`src/rtl/useq_scan_patch.sv`:
```
module useq_scan_patch #(
  parameter int OP_W   = 8,
  parameter int ADDR_W = 10,
  parameter int UI_W   = 24
) (
  input  logic                     clk,
  input  logic                     rst,
  input  logic [OP_W-1:0]          opcode,
  input  logic [3:0]               cond,
  input  logic [1:0]               scan_sel,
  input  logic                     scan_capture,
  input  logic                     scan_shift,
  input  logic                     scan_update,
  input  logic                     scan_in,
  output logic                     scan_out,
  output logic [ADDR_W-1:0]        upc,
  output logic [UI_W-ADDR_W-2:0]   ctrl
);
  localparam int NA_W     = ADDR_W - 2;
  localparam int SEL_LSB  = NA_W;
  localparam int DISP_B   = NA_W + 2;
  localparam int CTRL_LSB = NA_W + 3;
  localparam int CTRL_W   = UI_W - CTRL_LSB;
  localparam int PA_W     = ADDR_W + 1;
  localparam logic [1:0] SEL_UIR = 2'd0, SEL_PA = 2'd1, SEL_PD = 2'd2;

  function automatic logic [UI_W-1:0] rom_word(input logic [ADDR_W-1:0] a);
    logic [NA_W-1:0]   na;
    logic [CTRL_W-1:0] cf;
    na = a[ADDR_W-1:2] + 1'b1;
    cf = CTRL_W'({a, a[2:0] ^ 3'b101});
    return {cf, &a[5:2], a[3:2], na};
  endfunction

  logic [UI_W-1:0]   uir, sr, sr_shift, sr_cap, pdata, fetched;
  logic [ADDR_W-1:0] paddr, fetch_addr;
  logic              pvalid, boot, hit;
  logic [1:0]        cres;

  wire do_cap = scan_capture;
  wire do_sh  = scan_shift & ~scan_capture;
  wire do_upd = scan_update & ~scan_capture & ~scan_shift;
  wire hold   = do_upd && (scan_sel == SEL_UIR);
  wire [1:0] csel = uir[SEL_LSB +: 2];

  always_comb begin
    case (csel)
      2'd0:    cres = 2'b00;
      2'd1:    cres = {1'b0, cond[0]};
      2'd2:    cres = cond[1:0];
      default: cres = cond[3:2];
    endcase
  end

  assign fetch_addr = boot ? '0
                    : uir[DISP_B] ? {{(ADDR_W-OP_W){1'b1}}, opcode}
                    : {uir[NA_W-1:0], cres};
  assign hit     = pvalid && (fetch_addr == paddr);
  assign fetched = hit ? pdata : rom_word(fetch_addr);

  always_comb begin
    case (scan_sel)
      SEL_UIR: sr_cap = uir;
      SEL_PA:  sr_cap = UI_W'({pvalid, paddr});
      SEL_PD:  sr_cap = pdata;
      default: sr_cap = '0;
    endcase
  end

  always_comb begin
    sr_shift = '0;
    case (scan_sel)
      SEL_PA:  sr_shift[PA_W-1:0] = {scan_in, sr[PA_W-1:1]};
      2'd3:    sr_shift[0] = scan_in;
      default: sr_shift = {scan_in, sr[UI_W-1:1]};
    endcase
  end

  always_ff @(posedge clk) begin
    if (rst) begin
      boot   <= 1'b1;
      upc    <= '0;
      uir    <= '0;
      sr     <= '0;
      pvalid <= 1'b0;
      paddr  <= '0;
      pdata  <= '0;
    end else begin
      boot <= 1'b0;
      if (hold) begin
        uir <= sr;
      end else begin
        upc <= fetch_addr;
        uir <= fetched;
      end
      if (do_cap)     sr <= sr_cap;
      else if (do_sh) sr <= sr_shift;
      if (do_upd && scan_sel == SEL_PA) {pvalid, paddr} <= sr[PA_W-1:0];
      if (do_upd && scan_sel == SEL_PD) pdata <= sr;
    end
  end

  assign ctrl     = uir[UI_W-1:CTRL_LSB];
  assign scan_out = sr[0];

  p_boot_clear_r1: assert property (@(posedge clk) disable iff (rst)
    boot |-> (upc == '0) && !pvalid);
  p_uncond_r3: assert property (@(posedge clk) disable iff (rst)
    !hold && !boot && !uir[DISP_B] && csel == 2'd0 |=> upc[1:0] == 2'b00);
  p_dispatch_r4: assert property (@(posedge clk) disable iff (rst)
    !hold && !boot && uir[DISP_B] |=> upc == {{(ADDR_W-OP_W){1'b1}}, $past(opcode)});
  p_shift_out_r5: assert property (@(posedge clk) disable iff (rst)
    do_sh && scan_sel != 2'd3 |=> scan_out == $past(sr[1]));
  p_hold_pc_r6: assert property (@(posedge clk) disable iff (rst)
    hold |=> upc == $past(upc));
  p_inject_r6: assert property (@(posedge clk) disable iff (rst)
    hold |=> uir == $past(sr));
  p_patch_r7: assert property (@(posedge clk) disable iff (rst)
    !hold && pvalid && fetch_addr == paddr |=> uir == $past(pdata));
endmodule

```
`config.mk`:
```
export PLATFORM = sky130hd
export DESIGN_NAME = useq_scan_patch
export DESIGN_NICKNAME = d
export VERILOG_FILES = /design/src/rtl/useq_scan_patch.sv
export SDC_FILE = /design/constraint.sdc
export NUM_CORES = 1
export LEC_CHECK = 0
export ABC_AREA = 1
export BUFFER_PORTS_ARGS = -buffer_cell sky130_fd_sc_hd__buf_2
export CAP_MARGIN = 10
export CORE_MARGIN = 2
export CORE_UTILIZATION = 59
export CTS_CLUSTER_DIAMETER = 50
export DETAILED_ROUTE_END_ITERATION = 8
export PLACE_DENSITY = 0.79
export REMOVE_ABC_BUFFERS = 1
export SLEW_MARGIN = 20
export SYNTH_ARGS = -nofsm -noshare
export SYNTH_HDL_FRONTEND = slang
export SYNTH_SLANG_ARGS = --single-unit
```
`constraint.sdc`:
```
create_clock -name clk -period 2.5 [get_ports clk]
set_clock_uncertainty 0.15 [all_clocks]
set_input_delay 0.25 -clock clk [delete_from_list [all_inputs] [get_ports clk]]
set_output_delay 0.25 -clock clk [all_outputs]
set_load 0.01 [all_outputs]
```
# Yosys cells after proc, flatten, opt, wreduce, memory -nomap -nowiden
# Cells that the tools add are included.
# op_classes
add_sub_neg	1
n_mul	0
div	0
n_lt_le_gt_ge	0
eq_ne	6
shift	0
muxes	12
bitwise_logic	6
n_reduce_logical	9
# op_table
operator	n
24-bit 2-to-1 mux	4
24-bit one-hot mux with 3 select lines	1
10-bit 2-to-1 mux	2
10-bit one-hot mux with 2 select lines	1
13-bit 2-to-1 mux	1
10-bit == test	1
8-bit by 1-bit adder with 8-bit output, second input constant	1
2-bit == test, second input constant	3
2-bit one-hot mux with 3 select lines	1
2-bit by 1-bit == test with 1-bit output, second input constant	2
1-bit logical AND	4
2-bit logical NOT	2
4-bit AND reduction	1
1-bit AND	3
1-bit 2-to-1 mux	2
1-bit inverter	2
2-bit inverter	1
2-bit nonzero test	1
2-bit OR reduction	1
# word_totals
regBits	94
latch_bits	0
ram_bits	0
romBits	0
input_bits	20
output_inout_bits	24
wordCells	41
memories	0

# Logic depth before layout (Yosys ltp)
# logic_depth
depth_word	8
ltp_mapped	14
mapped_depth_nobuf	14

# Worst setup path after synthesis
# OpenSTA, ideal clock, no wires.
# synth_timing
path_type	register to register
startpoint	register uir[10]
endpoint	register uir[6]
setup_ps	109
t_arrival_ps	1637
t_required_ps	2241
slack_ps	604
stages_incl_launch_ff	15
path_buffers	1
synth_period_minus_slack_ps	1896
path_cell_list	dfxtp_1 > inv_2 > buf_6 > nand2_1 > nand3_2 > inv_1 > ha_1 > nand3_1 > nor2_1 > nand3_1 > xor2_1 > nand2_1 > nand3_1 > nand2_1 > inv_1
# synth_via
elab_chain_cells	6
elab_cells_between_ends	7
# synth_lines
element	line_no	rtl
start, declared	35	logic [UI_W-1:0] uir, sr, sr_shift, sr_cap, pdata, fetched;
start signal, assigned	91	uir <= sr;
start signal, assigned	94	uir <= fetched;
10-bit 2-to-1 mux (*)	56	: uir[DISP_B] ? {{(ADDR_W-OP_W){1'b1}}, opcode}
10-bit 2-to-1 mux (*)	55	assign fetch_addr = boot ? '0
via fetch_addr[2]	36	logic [ADDR_W-1:0] paddr, fetch_addr;
parallel branches: the longest is 2 deep, another holds 8-bit by 1-bit adder with 8-bit output	n/a	
24-bit 2-to-1 mux (*)	59	assign fetched = hit ? pdata : rom_word(fetch_addr);
24-bit 2-to-1 mux (*)	90	if (hold) begin
# Mark *: on every way through the listed nets, which the timed path passes.
# A chain may end at the register's enable or synchronous reset.

# Final worst setup path
# layout_timing
startpoint	register uir[10]
endpoint	register uir[6]
# layout_via
elab_chain_cells	6
elab_cells_between_ends	7
# layout_lines
element	line_no
10-bit 2-to-1 mux (*)	56
10-bit 2-to-1 mux (*)	55
parallel branches: the longest is 2 deep, another holds 8-bit by 1-bit adder with 8-bit output	n/a
24-bit 2-to-1 mux (*)	59
24-bit 2-to-1 mux (*)	90
# Mark *: on every way between the ends.

==> results_dict.tcl <==
set metrics [dict create \
    status "finished, final reports clean" \
    die_x_um 93.4 \
    hold_class "in2reg" \
    vias 4945 \
    switching_share_pct 28.5 \
    finalMaxSlewViolations 0 \
    p_leak_nw 2.25 \
    rows 32 \
    synth_mux_area_share_pct 0 \
    regArea_mm2 0.00188 \
    wl_per_cell_um 17.4 \
    synth_xor_area_share_pct 0.930 \
    post_cts_buffers 0 \
    cts-buffers-inserted 9 \
    min-delay-start "scan_shift" \
    wl_met3_um 1580 \
    power_density_mw_per_mm2 577 \
    synth-compound-area-share_pct 21.8 \
    yosys.area.top_type "dfxtp_1" \
    clk_pin_slew_ps 100 \
    setup_viol 0 \
    dp_hpwl_um 9440 \
    slew_headroom_pct 38.8 \
    diodes 0 \
    worstSetupEndpointType "flip-flop" \
    cts_tree "yes" \
    die_h_um 93.4 \
    grt_pass1_vias 4699 \
    r2r-end "uir[6]" \
    crit_path_cell_trace "inv_2 > nand3_1 > nand2_2 > nand2_1 > nand2_1 > nand2_1 > nor2_2 > buf_4 > nand2_1 > nand2_1 > nand3_1 > nand2_1 > inv_1" \
    switchingPower_w 0.000844 \
    nets 736 \
    placed_cell_area_mm2 0.00493 \
    fin_crit_ps 2260 \
    ys_seq_area_share_pct 39.9 \
    grt_start_max_net_pins 68 \
    ys_types 32 \
    cp_data_arrival_time_ps 2380 \
    startpoint_type "flip-flop" \
    reg2reg_from "uir[10]" \
    cts_max_path_buffers 2 \
    track_usage_pct 34.0 \
    ir_worst_vdd_uv 325 \
    drcViolationCount 0 \
    maxCapViolations 0 \
    wl_met2_um 6470 \
    syn_avg_cell_area_um2 6.80 \
    synth_top_area_share_pct 39.9 \
    htree_levels 3 \
    holdPathEnd "sr[16]" \
    multi_input_area_mm2 0.00234 \
    m1WireLength_um 5710 \
    reg2reg_depth 13 \
    cts_resized 0 \
    cts_sinks 94 \
    ys_seq_elements 94 \
    port_buffers 43 \
    hold_buffers 0 \
    hold-path-cell-count 3 \
    worst_slack_ps 243 \
    cpMaxStageDelayCell "dfxtp_1" \
    totalPowerFinal_w 0.00296 \
    hold_slack_ps 50.3 \
    avgViaCountPerCell 6.02 \
    antenna_found_initial 0 \
    fin_area_mm2 0.00513 \
    netlist_area_mm2 0.00471 \
    drtPass1Iterations 7 \
    drive_gt1_share_pct 13.2 \
    clkPwrFrac_pct 35.8 \
    critPathKind "reg2reg" \
    root_buffer "clkbuf_8" \
    gp_congestion 0.983 \
    initialDrtViolationCount 508 \
    finalCritPeriodShare_pct 90.3 \
    drt_wl_total_um 14300 \
    top_layer "met4" \
    area_delta_synth_final_pct 8.84 \
    slowest_delay_ps 330 \
    n_fill_cell 705 \
    io_pins 44 \
    yosys_warnings 0 \
    synth_cells 693 \
    pwr-share-comb_pct 11.0 \
    insertion_delay_ps 370 \
    dieArea_mm2 0.00872 \
    netlist_top_cells_area "dfxtp_1, nand2_1, o21ai_0" \
    final_hold_viol_count 0 \
    fmax_mhz 443 \
    synth_simple_gate_area_share_pct 26.6 \
    initial_core_util_pct 61.0 \
    cp.required_ps 2620 \
    grt_pass1_wl_um 23100 \
    r2r_slack_ps 240 \
    pre_cts_slack_ps 300 \
    ant_nets 0 \
    overflow 0 \
    crit_path_frequent_cell "nand2_1" \
    layout_common_cells "nand2_1, dfxtp_1, o21ai_0" \
    crit_fanout 14 \
    rsz0062_at_grt "no" \
    final_common_cell "nand2_1" \
    synth_top_family_by_area "simple AND/OR/NAND/NOR gates" \
    synth_adder_area_share_pct 0.266 \
    seq_power_share_pct 53.2 \
    intPower_w 0.00211 \
    core_area_mm2 0.00773 \
    worst_pin_slew_ps 917 \
    final_util_pct 66.4 \
]
Yosys cell counts:
cell,instances
buf_1,2
buf_4,18
nor3_1,1
nand3_1,58
nor2_4,1
and2_1,1
a21boi_0,1
buf_2,6
nor2_2,6
o211ai_1,2
a31oi_1,15
inv_2,3
nor2_1,75
nand2_2,3
ha_1,1
a32oi_1,1
xor2_1,5
nand3b_1,1
o21ai_1,2
o221ai_1,1
a21oi_1,65
nand2_1,145
nand4_1,2
o21ai_0,91
a311o_1,2
buf_6,2
inv_1,52
o211a_1,2
a22o_1,7
clkbuf_1,24
dfxtp_1,94
nand3_2,4
registers in the layout, summed over array words and instances, names as in the netlist:
name    cells
boot        1
pvalid      1
paddr      10
upc        10
uir        24
pdata      24
sr         24
power groups by stage:
stage | clock network (W) | logic, W | registers [W]
floorplan | 0 | 0.000172 | 0.00160
global placement | 0 | 0.000310 | 0.00160
detailed placement | 0 | 0.000315 | 0.00161
CTS | 0.00105 | 0.000317 | 0.00157
global route | 0.00112 | 0.000356 | 0.00158
finish | 0.00106 | 0.000325 | 0.00157
per-stage QoR:
step	instances	setup TNS, ps
after global routing	822	0
after global placement	806	0
after CTS	822	0
after floorplan	641	-1170
after detailed placement	806	0
final	822	0
metal layers:
layer	up-vias	GRT usage [%]
met5	-	0
met4	0	18.0
met3	48	5.24
met2	325	54.4
met1	2242	44.3
li1	2330	-
area by class of cell:
type	instances	area share, %
inverter	55	4.03
clock buffer	10	2.49
sequential	94	36.7
clock inverter	6	1.34
tap	102	2.49
timing repair buffer	63	7.37
multi-input combinational	492	45.6
cells by family after synthesis:
family	after synthesis
simple gates	297
compound gates	189
buf+inv	107
flops	94
xor+xnor	5
fa+ha+maj	1
worst max-delay path: cells and delay by family, from the launching register on:
family | cells | cell delay (ps)
buffers and inverters | 3 | 490
DFF | 1 | 330
and+or+nand+nor | 10 | 1170
worst max-delay path by stage:
stage / from / end / slack, ps
4_1_cts: boot / uir[6] / 260
6_report: uir[10] / uir[6] / 240
3_5_place_dp: boot / uir[6] / 300
3_3_place_gp: boot / uir[6] / 340
2_1_floorplan: scan_capture / pdata[17] / -120
5_1_grt: boot / uir[6] / 80
Power figures use the tool's default switching activity.
